<file path="src/rtl/burstFramerPkg.sv">
package burstFramerPkg;
  localparam int SYNC_W   = 16;
  localparam int PRE_MIN  = 16;
  localparam int PRE_STEP = 4;
  localparam int PRE_MAX  = 64;
  localparam int TAP_NEAR = 18;
  localparam int TAP_FAR  = 23;
  localparam int SEL_MAX  = (PRE_MAX - PRE_MIN) / PRE_STEP;
  localparam int SEL_W    = $clog2(SEL_MAX + 1);
  localparam int CNT_W    = $clog2((PRE_MAX > SYNC_W) ? PRE_MAX : SYNC_W);

  typedef enum logic [1:0] {PH_IDLE, PH_PRE, PH_SYNC, PH_PAY} txPhase_t;

  // strobes from control to datapath; all send* are already qualified by the bit strobe
  typedef struct packed {
    logic clrScr;
    logic loadSync;
    logic sendPre;
    logic preBit;
    logic sendSync;
    logic sendPay;
    logic sendIdle;
  } txCmd_t;
endpackage

</file>
<file path="src/rtl/framerCtrl.sv">
module framerCtrl
  import burstFramerPkg::*;
(
  input  logic             clk,
  input  logic             rstN,
  input  logic             bitStb,
  input  logic             startBurst,
  input  logic [SEL_W-1:0] preSel,
  input  logic             payValid,
  output txCmd_t           cmd,
  output logic             payReady,
  output logic             txActive
);
  txPhase_t         phase;
  logic [CNT_W-1:0] cnt;
  logic [CNT_W-1:0] preLast;
  logic [SEL_W-1:0] selLim;
  logic [CNT_W-1:0] preLastNext;

  always_comb begin
    selLim      = (preSel > SEL_W'(SEL_MAX)) ? SEL_W'(SEL_MAX) : preSel;
    preLastNext = CNT_W'(PRE_MIN - 1 + PRE_STEP * int'(selLim));
  end

  always_ff @(posedge clk) begin
    if (!rstN) begin
      phase    <= PH_IDLE;
      cnt      <= '0;
      preLast  <= '0;
      txActive <= 1'b0;
    end else begin
      case (phase)
        PH_IDLE: begin
          if (startBurst) begin
            phase   <= PH_PRE;
            cnt     <= '0;
            preLast <= preLastNext;
          end
        end
        PH_PRE: begin
          if (bitStb) begin
            txActive <= 1'b1;
            if (cnt == preLast) begin
              cnt   <= '0;
              phase <= PH_SYNC;
            end else begin
              cnt <= cnt + 1'b1;
            end
          end
        end
        PH_SYNC: begin
          if (bitStb) begin
            if (cnt == CNT_W'(SYNC_W - 1)) begin
              cnt   <= '0;
              phase <= PH_PAY;
            end else begin
              cnt <= cnt + 1'b1;
            end
          end
        end
        PH_PAY: begin
          if (bitStb && !payValid) begin
            phase    <= PH_IDLE;
            txActive <= 1'b0;
          end
        end
        default: phase <= PH_IDLE;
      endcase
    end
  end

  always_comb begin
    cmd          = '0;
    cmd.clrScr   = (phase == PH_IDLE) && startBurst;
    cmd.loadSync = (phase == PH_IDLE) && startBurst;
    cmd.sendPre  = (phase == PH_PRE) && bitStb;
    cmd.preBit   = ~cnt[1];
    cmd.sendSync = (phase == PH_SYNC) && bitStb;
    cmd.sendPay  = (phase == PH_PAY) && bitStb && payValid;
    cmd.sendIdle = (phase == PH_PAY) && bitStb && !payValid;
    payReady     = (phase == PH_PAY);
  end
endmodule

</file>
<file path="src/rtl/framerDatapath.sv">
module framerDatapath
  import burstFramerPkg::*;
(
  input  logic              clk,
  input  logic              rstN,
  input  txCmd_t            cmd,
  input  logic [SYNC_W-1:0] syncWord,
  input  logic              payData,
  output logic              txBit
);
  logic [SYNC_W-1:0]  syncSh;
  logic [TAP_FAR-1:0] scrHist;
  logic               scrOut;

  assign scrOut = payData ^ scrHist[TAP_NEAR-1] ^ scrHist[TAP_FAR-1];

  always_ff @(posedge clk) begin
    if (!rstN) begin
      syncSh  <= '0;
      scrHist <= '0;
      txBit   <= 1'b0;
    end else begin
      if (cmd.loadSync) syncSh <= syncWord;
      if (cmd.clrScr)   scrHist <= '0;
      if (cmd.sendPre) begin
        txBit <= cmd.preBit;
      end else if (cmd.sendSync) begin
        txBit  <= syncSh[SYNC_W-1];
        syncSh <= {syncSh[SYNC_W-2:0], 1'b0};
      end else if (cmd.sendPay) begin
        txBit   <= scrOut;
        scrHist <= {scrHist[TAP_FAR-2:0], scrOut};
      end else if (cmd.sendIdle) begin
        txBit <= 1'b0;
      end
    end
  end
endmodule

</file>
<file path="src/rtl/rxDescrambler.sv">
module rxDescrambler
  import burstFramerPkg::*;
(
  input  logic clk,
  input  logic rstN,
  input  logic rxStb,
  input  logic rxBit,
  output logic rxData
);
  logic [TAP_FAR-1:0] rxHist;

  always_ff @(posedge clk) begin
    if (!rstN) begin
      rxHist <= '0;
      rxData <= 1'b0;
    end else if (rxStb) begin
      rxData <= rxBit ^ rxHist[TAP_NEAR-1] ^ rxHist[TAP_FAR-1];
      rxHist <= {rxHist[TAP_FAR-2:0], rxBit};
    end
  end
endmodule

</file>
<file path="src/rtl/burstFramer.sv">
module burstFramer
  import burstFramerPkg::*;
(
  input  logic              clk,
  input  logic              rstN,
  input  logic              bitStb,
  input  logic              startBurst,
  input  logic [SEL_W-1:0]  preSel,
  input  logic [SYNC_W-1:0] syncWord,
  input  logic              payValid,
  input  logic              payData,
  output logic              payReady,
  output logic              txBit,
  output logic              txActive,
  input  logic              rxStb,
  input  logic              rxBit,
  output logic              rxData
);
  txCmd_t cmd;

  framerCtrl ctrl_i (
    .clk(clk), .rstN(rstN), .bitStb(bitStb), .startBurst(startBurst),
    .preSel(preSel), .payValid(payValid), .cmd(cmd),
    .payReady(payReady), .txActive(txActive)
  );

  framerDatapath dp_i (
    .clk(clk), .rstN(rstN), .cmd(cmd), .syncWord(syncWord),
    .payData(payData), .txBit(txBit)
  );

  rxDescrambler rx_i (
    .clk(clk), .rstN(rstN), .rxStb(rxStb), .rxBit(rxBit), .rxData(rxData)
  );
endmodule

</file>
<file path="config.mk">
export PLATFORM = sky130hd
export DESIGN_NAME = burstFramer
export DESIGN_NICKNAME = d
export VERILOG_FILES = /design/src/rtl/burstFramerPkg.sv /design/src/rtl/framerCtrl.sv /design/src/rtl/framerDatapath.sv /design/src/rtl/rxDescrambler.sv /design/src/rtl/burstFramer.sv
export SDC_FILE = /design/constraint.sdc
export NUM_CORES = 1
export LEC_CHECK = 0
export ABC_AREA = 1
export BUFFER_PORTS_ARGS = -buffer_cell sky130_fd_sc_hd__buf_2
export CORE_MARGIN = 2
export CORE_UTILIZATION = 55
export CTS_CLUSTER_DIAMETER = 150
export DETAILED_ROUTE_END_ITERATION = 16
export PLACE_DENSITY = 0.8
export SYNTH_ARGS = -nofsm -noshare
export SYNTH_HDL_FRONTEND = slang
export SYNTH_SLANG_ARGS = --single-unit
</file>
<file path="constraint.sdc">
create_clock -name clk -period 3.8 [get_ports clk]
set_input_delay 0.76 -clock clk [delete_from_list [all_inputs] [get_ports clk]]
set_output_delay 0.76 -clock clk [all_outputs]
set_load 0.005 [all_outputs]
</file>
Word level (Yosys, flattened, before mapping) --
Index checks and enable logic that the tools add are counted.
Storage, ports and cells: flip-flop bits (word level) 79, output and inout bits 4, logic and storage cells 72
Cells by class: add/subtract/negate cells 2, magnitude comparators 1, equal/unequal tests 11, muxes and demuxes 28, bitwise operators 5, reduce and logical (&&, ||, !) cells 16
Operators by type and width (count):
- 23-bit 2-to-1 mux | 4
- 16-bit 2-to-1 mux | 3
- 6-bit 2-to-1 mux | 5
- 6-bit one-hot mux with 3 select lines | 1
- 2-bit 2-to-1 mux | 6
- 2-bit one-hot mux with 4 select lines | 1
- 1-bit logical AND | 7
- 4-bit by 6-bit adder with 6-bit output, first input constant | 1
- 6-bit by 1-bit adder with 6-bit output, second input constant | 1
- 6-bit by 4-bit == test with 1-bit output, second input constant | 1
- 6-bit == test | 1
- 1-bit 2-to-1 mux | 6
- 2-bit by 1-bit inequality test with 1-bit output, second input constant | 3
- 2-bit inequality test, second input constant | 3
- 6-bit AND reduction | 1
- 2-bit == test, second input constant | 2
- 4-bit greater-than comparator, second input constant | 1
- 4-bit 2-to-1 mux | 1
- 4-bit AND reduction | 1
- 4-bit nonzero test | 1
- 1-bit XOR | 4
- 3-bit AND reduction | 1
- 3-bit nonzero test | 1
- 2-bit by 1-bit == test with 1-bit output, second input constant | 1
- 6 further kinds | 6

Logic depth before layout (Yosys ltp) --
Gate-level depths: netlist of run 1.
word-level depth 7, depth in mapped cells 11, gate-level depth less buffers 11

Cells and area by module --
A second synthesis of run 1 with hierarchy kept.
Second synthesis, totals: cell total of the unflattened synthesis 465, area total of the unflattened synthesis 3437.0 um^2
By module, submodules not included:
- framerDatapath | instances 1, cells an instance 221, area an instance 1662.8 um^2
- framerCtrl | instances 1, cells an instance 136, area an instance 910.9 um^2
- rxDescrambler | instances 1, cells an instance 108, area an instance 863.3 um^2

Worst setup path before layout of run 1 --
Ideal clock, no wire load.
path type input port to flip-flop, start input port preSel[0], end register ctrl_i.preLast[4], setup time 119 ps, data arrival time 1543 ps, setup slack 2138 ps, stages 6, cells stage by stage o21ai_0 > or2_2 > nand2_1 > ha_1 > xor2_1 > a21oi_1
Between the ends: word-level cells in the longest chain between the ends 3
Ends and longest elaborated chain:
- from (decl) | RTL line burstFramer.sv:8 | input logic [SEL_W-1:0] preSel,
- 4-bit greater-than comparator | RTL line framerCtrl.sv:21 | selLim = (preSel > SEL_W'(SEL_MAX)) ? SEL_W'(SEL_MAX) : preSel;
- 4-bit 2-to-1 mux (*) | RTL line framerCtrl.sv:21
- 4-bit by 6-bit adder with 6-bit output (*) | RTL line framerCtrl.sv:22 | preLastNext = CNT_W'(PRE_MIN - 1 + PRE_STEP * int'(selLim));
- to (signal assigned) | RTL line framerCtrl.sv:37 | preLast <= preLastNext;
- to (decl) | RTL line framerCtrl.sv:16 | logic [CNT_W-1:0] preLast;
Every way passes the cells marked *; elsewhere a longest branch is shown, timed or not. A chain may end at the register's enable or synchronous reset.

Final worst setup path of run 1 --
start register ctrl_i.phase[0], end register dp_i.scrHist[2]
Between the ends: word-level cells in the longest chain between the ends 6, elaborated cells on any way between the ends 13
Ends and longest elaborated chain:
- from (decl) | RTL line framerCtrl.sv:14 | txPhase_t phase;
- from (signal assigned) | RTL line framerCtrl.sv:27 | phase <= PH_IDLE;
- from (signal assigned) | RTL line framerCtrl.sv:35 | phase <= PH_PRE;
- from (signal assigned) | RTL line framerCtrl.sv:45 | phase <= PH_SYNC;
- 2-bit logical NOT or 2-bit == test (tied branches) | RTL line framerCtrl.sv:74, framerCtrl.sv:79
- 1-bit logical AND, on equally long branches | RTL line framerCtrl.sv:74, framerCtrl.sv:79
- 23-bit 2-to-1 mux or 1-bit logical AND (tied branches) | RTL line framerDatapath.sv:24, framerCtrl.sv:79
- 23-bit 2-to-1 mux | RTL line framerDatapath.sv:30 | end else if (cmd.sendPay) begin
- 23-bit 2-to-1 mux | RTL line framerDatapath.sv:27 | end else if (cmd.sendSync) begin
- 23-bit 2-to-1 mux (*) | RTL line framerDatapath.sv:25 | if (cmd.sendPre) begin
- to (signal assigned) | RTL line framerDatapath.sv:32 | scrHist <= {scrHist[TAP_FAR-2:0], scrOut};
- to (decl) | RTL line framerDatapath.sv:12 | logic [TAP_FAR-1:0] scrHist;
Marked as above.

==> results of run 1 <==
==> sequential cells by signal (all words and copies together) (netlist names) <==
| register | flops |
|---|---|
| dp_i.txBit | 1 |
| dp_i.syncSh | 16 |
| ctrl_i.txActive | 1 |
| ctrl_i.phase | 2 |
| rx_i.rxData | 1 |
| dp_i.scrHist | 23 |
| ctrl_i.preLast | 5 |
| rx_i.rxHist | 23 |
| ctrl_i.cnt | 6 |
==> Yosys cell counts (3+ instances only) <==
cell and n:
clkbuf_1 8, nand3_1 11, buf_4 3, nor2_2 3, ha_1 7, buf_2 4, nand2_2 4, a21oi_1 31
buf_6 4, dfxtp_1 78, nand2_1 122, xor2_1 4, inv_1 23, nor2_1 62, inv_2 5, a31oi_1 18
o21ai_0 48
==> per-stage QoR <==
step	setup slack (ps)	instances	total power [W]	util, %	area [um^2]
floorplan	2140	450	0.00154	-	3320
global placement	1530	534	0.00162	58.4	3440
detailed placement	1450	534	0.00164	58.4	3440
CTS	1540	548	0.00229	61.9	3640
global route	1270	548	0.00242	61.9	3640
finish	1550	548	0.00227	61.9	3640
==> final cells by class <==
cell class	instances	share of cell area, %
Inverter	28	2.89
Tap cell	75	2.58
Multi-Input combinational cell	322	41.9
Sequential cell	78	42.9
Timing Repair Buffer	31	4.26
Clock inverter	4	2.03
Clock buffer	10	3.51
==> metal layers <==
layer	wire, um	global-route usage [%]	up-vias
met5	0	0	-
met2	2960	33.9	56
li1	-	-	1493
met4	105	10.3	0
met3	265	3.74	12
met1	2820	24.9	1281
==> power groups by stage <==
stage / logic [W] / registers (W) / clock network, W
floorplan: 0.000556 / 0.000980 / 0
global placement: 0.000630 / 0.000988 / 0
detailed placement: 0.000649 / 0.000993 / 0
CTS: 0.000654 / 0.000975 / 0.000663
global route: 0.000740 / 0.000990 / 0.000694
finish: 0.000654 / 0.000975 / 0.000644
==> final timing paths <==
| kind | start | to | cells after the start |
|---|---|---|---|
| worst max-delay path | ctrl_i.phase[0] | dp_i.scrHist[2] | 7 |
| worst min register to register | dp_i.scrHist[5] | dp_i.scrHist[5] | 2 |
| worst min-delay path | dp_i.scrHist[5] | dp_i.scrHist[5] | 2 |
| worst max register to register | ctrl_i.phase[0] | dp_i.scrHist[2] | 7 |
==> worst max-delay path, cell delays in order (launching register included) <==
cell	delay, ps
dfxtp_1	360
inv_1	100
ha_1	260
nand2_1	550
nand2_1	110
inv_1	500
nand2_1	120
a21oi_1	170
==> cell usage in the layout (no fill, tap or decap) <==
master / instances
xnor2_1: 2
inv_2: 5
nand3_1: 11
nor3b_2: 1
nand2_1: 122
or2_2: 1
clkinv_4: 1
or2_4: 1
a31oi_1: 18
nor2_1: 62
clkbuf_1: 1
nand2_2: 4
nand2_4: 1
clkinv_2: 1
a21boi_0: 1
o21ai_0: 48
nand4_1: 1
bufinv_16: 2
nand3_2: 1
nor2_2: 3
o21ai_2: 1
buf_2: 31
xor2_1: 4
dfxtp_1: 78
ha_1: 7
clkbuf_8: 9
o211ai_1: 2
inv_1: 23
a21oi_1: 31
==> kinds of logic (layout without fill, tap and decap cells) <==
kind of cell	after synthesis	count (layout)	share of synthesized area, %
flip-flops	78	78	47.0
AND/OR/NAND/NOR	208	208	25.4
buffers and inverters	50	73	7.12
adder cells (fa/ha/maj)	7	7	2.64
AO/OA/AOI/OAI	101	101	16.2
XOR/XNOR	6	6	1.58
==> out/results.tsv, run 1 <==
metric	value	unit
p_per_area	624	nW/um^2
htreeDepth	3	
syn_nets	485	
clk_path_buf_depth	2	
overflow	0	
fillers	532	
finalSetupViolations	0	
slew_headroom	35.0	%
critPathKind	reg2reg	
syn-cell-area	3320	um^2
antenna_found_initial	0	
power_frac_comb	28.8	%
drive_gt1_share	13.1	%
switching_share	34.1	%
ys_types	29	
yosys.area.top_type	dfxtp_1	
ys_seq_elements	78	
nets	505	
cp.arrival	2510	ps
cts_root_buffer	clkbuf_8	
antenna_left	0	
max_freq	445	MHz
p_switching	0.000775	W
post-route-period-util	59.1	%
gp_congestion	0.807	
die_h	81.7	um
yosysWarnings	0	
seqCellArea	1560	um^2
cts_tree	done	
rows	28	
die_x	81.7	um
synth_top_area_share	47.0	%
cp.required	4060	ps
firstDrtPassIters	5	
wirelength	6150	um
end_kind	register	
clkPwrFrac	28.3	%
area_delta_synth_final	9.60	%
synthArstFlopShare	0	%
fin_hold_ws	466	ps
synth_cells	450	
cp_max_fo	23	
tightestPinTransition	972	ps
core_area	5890	um^2
post-cts-setup-buffers	0	
grt_pass1_wl	10500	um
start_util	56.4	%
path_clk_slew	80	ps
synth_edf_count	0	
rsz0062_at_grt	false	
fin_crit	2250	ps
r2r_setup_slack	1550	ps
fp.dieArea	6680	um^2
intPower	0.00150	W
grt_pass1_vias	2501	
drt-initial-drc-count	182	
hold_violations	0	
diodes	0	
viasPerCell	5.19	
holdBufCountCts	0	
max_cap_viol_count	0	
fin_skew	4.69	ps
synth_area_per_cell	7.38	um^2
multi_input_area	1520	um^2
portBuffers	31	
finalMaxSlewViolations	0	
numCtsBuffers	9	
grt_max_degree	50	
vdd_drop_max	0.348	mV
ys_seq_area_share	47.0	%
run_status	finished clean	
power_frac_seq	42.9	%
crit_path_start_kind	register	
clkSinkCount	78	
groute.usage.overall	20.2	%
route.vias.total	2842	
io_pins	32	
drc	0	
worst_hold_path_type	reg2reg	
synthTopCellsByArea	dfxtp_1 47%, nand2_1 14%, o21ai_0 7.2%, nor2_1 7.0%, a21oi_1 4.7%	
leakagePower	1.49	nW
synthFlopType	dfxtp_1	
routedWlPerCell	11.2	um
clock_latency	340	ps
cts_resized	0	
dp_hpwl	3940	um
fin_tns_setup	0	ps
(Power assumes the default switching activity.)
==> run 2, diff against run 1 <==
Settings changed: CORE_UTILIZATION 55 to 53.
Clock period 3.8 ns to 2 ns, I/O delays scaled along.
==> out/results.tsv, run 2 (synthesis gave the netlist of run 1 again) <==
metric	value	unit	change
run_status	finished clean		
r2r_setup_slack	160	ps	-1400 ps
p_per_area	1130	nW/um^2	+80%
critPathKind	reg2reg		
fin_skew	6.31	ps	+1.62 ps
min_from	preSel[0]		
cp_slowest_cell	dfxtp_1		
finalMaxSlewViolations	0		unchanged
start_util	55.5	%	-0.99 points
r2r_start	ctrl_i.phase[0]		
grt_pass1_wl	10600	um	+1.1%
finalSetupViolations	0		unchanged
path_cells	inv_1 -> ha_1 -> nor2_2 -> nand2_2 -> nand2_1 -> clkinvlp_4 -> nand2_1 -> a21oi_1		
die_h	83.2	um	+1.8%
max_freq	543	MHz	+22%
clkPwrFrac	24.2	%	-4.1 points
drive_gt1_share	14.2	%	+1.1 points
grt_max_degree	33		-34%
max_stage_delay	360	ps	-190 ps
final_common_cell	nand2_1		
cp_max_fo	23		unchanged
core_area	5990	um^2	+1.8%
path_clk_slew	80	ps	about the same
leakagePower	1.49	nW	about the same
worst_slack	158	ps	-1400 ps
power_frac_comb	30.7	%	+1.9 points
vdd_drop_max	0.657	mV	+89%
p_switching	0.00146	W	+88%
clk_path_buf_depth	2		unchanged
intPower	0.00265	W	+77%
switching_share	35.4	%	+1.4 points
route.vias.total	2846		+0.14%
wirelength	6030	um	-2.0%
overflow	0		unchanged
firstDrtPassIters	4		-1
die_x	83.2	um	+1.8%
clkSinkCount	78		unchanged
routedWlPerCell	10.9	um	-3.0%
min_path_cells	2		unchanged
end_kind	register		
portBuffers	31		unchanged
rsz0062_at_grt	false		
cp.arrival	2050	ps	-460 ps
clock_latency	340	ps	about the same
drc	0		unchanged
rows	28		unchanged
slew_headroom	68.5	%	+33 points
fp.dieArea	6920	um^2	+3.6%
area_delta_synth_final	9.79	%	
dp_slack	225	ps	-1220 ps
io_pins	32		unchanged
grt_pass1_vias	2517		+0.64%
hold_violations	0		unchanged
post-route-period-util	92.1	%	+33 points
nets	511		+1.2%
crit_path_start_kind	register		
cp.required	2210	ps	-1850 ps
dp_hpwl	3990	um	+1.4%
tightestPinTransition	472	ps	-500 ps
diodes	0		unchanged
fin_tns_setup	0	ps	unchanged
final_cell_mix	121 x nand2_1, 78 x dfxtp_1, 62 x nor2_1		
groute.usage.overall	18.4	%	-1.8 points
antenna_found_initial	0		unchanged
drt-initial-drc-count	125		-31%
fin_crit	1840	ps	-403 ps
numCtsBuffers	9		unchanged
cpMostUsedCell	nand2_1		
cts_tree	done		
worst_hold_path_type	in2reg		
r2r-end	dp_i.scrHist[5]		
htreeDepth	3		unchanged
reg2reg_depth	8		+1
cts_root_buffer	clkbuf_8		
worst_hold_path.endpoint	ctrl_i.preLast[2]		
viasPerCell	5.14		-0.94%
reg_top3	dp_i.scrHist: 23 flops, rx_i.rxHist: 23 flops, dp_i.syncSh: 16 flops		
power_frac_seq	45.0	%	+2.1 points
gp_congestion	0.832		+3.2%
holdBufCountCts	0		unchanged
max_cap_viol_count	0		unchanged
antenna_left	0		unchanged
-- run 2: layout make-up --
| class | instances | area (um^2) |
|---|---|---|
| fill | 542 | 2340 |
| sequential | 78 | 1560 |
| multi-input combinational | 322 | 1530 |
| timing repair buffer | 37 | 200 |
| clock buffer | 13 | 149 |
| inverter | 28 | 109 |
| tap | 75 | 93.8 |
| clock inverter | 1 | 7.51 |
-- run 2: metal layers --
metal | vias up | global-route usage, % | share of wire (%)
met5 | - | 0 | 0
met4 | 0 | 4.92 | 0.76
met3 | 5 | 6.26 | 4.7
met2 | 49 | 30.7 | 46
met1 | 1293 | 22.8 | 48
li1 | 1499 | - | -
-- run 2: critical path, delay by kind of cell, from the launching register on --
kind / cells / cell delay, ps
AOI/OAI and AO/OA: 1 / 80
adders and majority gates: 1 / 300
buffers and inverters: 2 / 440
DFF: 1 / 360
and+or+nand+nor: 4 / 530
-- run 2: how the worst max path moves through the flow --
stage / startpoint / to / slack, ps / cells after the start
3_3_place_gp: ctrl_i.phase[0] / dp_i.scrHist[0] / 350 / 8
5_1_grt: ctrl_i.phase[0] / dp_i.scrHist[13] / 5 / 8
6_report: ctrl_i.phase[0] / dp_i.scrHist[5] / 160 / 8
2_1_floorplan: ctrl_i.phase[0] / ctrl_i.phase[1] / 530 / 9
4_1_cts: ctrl_i.phase[0] / dp_i.scrHist[5] / 190 / 8
3_5_place_dp: ctrl_i.phase[0] / dp_i.scrHist[5] / 230 / 8
-- run 2: power by group through the flow --
stage          clock network, W  registers (W)  logic, W
3_3_place_gp                  0        0.00188   0.00122
3_5_place_dp                  0        0.00188   0.00125
4_1_cts                 0.00103        0.00185   0.00126
2_1_floorplan                 0        0.00186   0.00106
5_1_grt                 0.00109        0.00187   0.00145
6_report               0.000995        0.00185   0.00126
-- run 2: timing repair --
action                                  4_1_cts  5_1_grt
gates resized for setup                       0        2
endpoints found under the setup margin        0        3
buffers inserted                              0        0
-- run 2: through the flow --
| step | utilization [%] | area (um^2) | power (W) | cells | hold WS, ps |
|---|---|---|---|---|---|
| after floorplan | - | 3320 | 0.00292 | 450 | 437 |
| after global placement | 58.2 | 3480 | 0.00310 | 540 | 448 |
| after detailed placement | 58.2 | 3480 | 0.00313 | 540 | 454 |
| after CTS | 60.8 | 3640 | 0.00413 | 554 | 257 |
| after global routing | 60.9 | 3650 | 0.00441 | 554 | 257 |
| final | 60.9 | 3650 | 0.00411 | 554 | 271 |
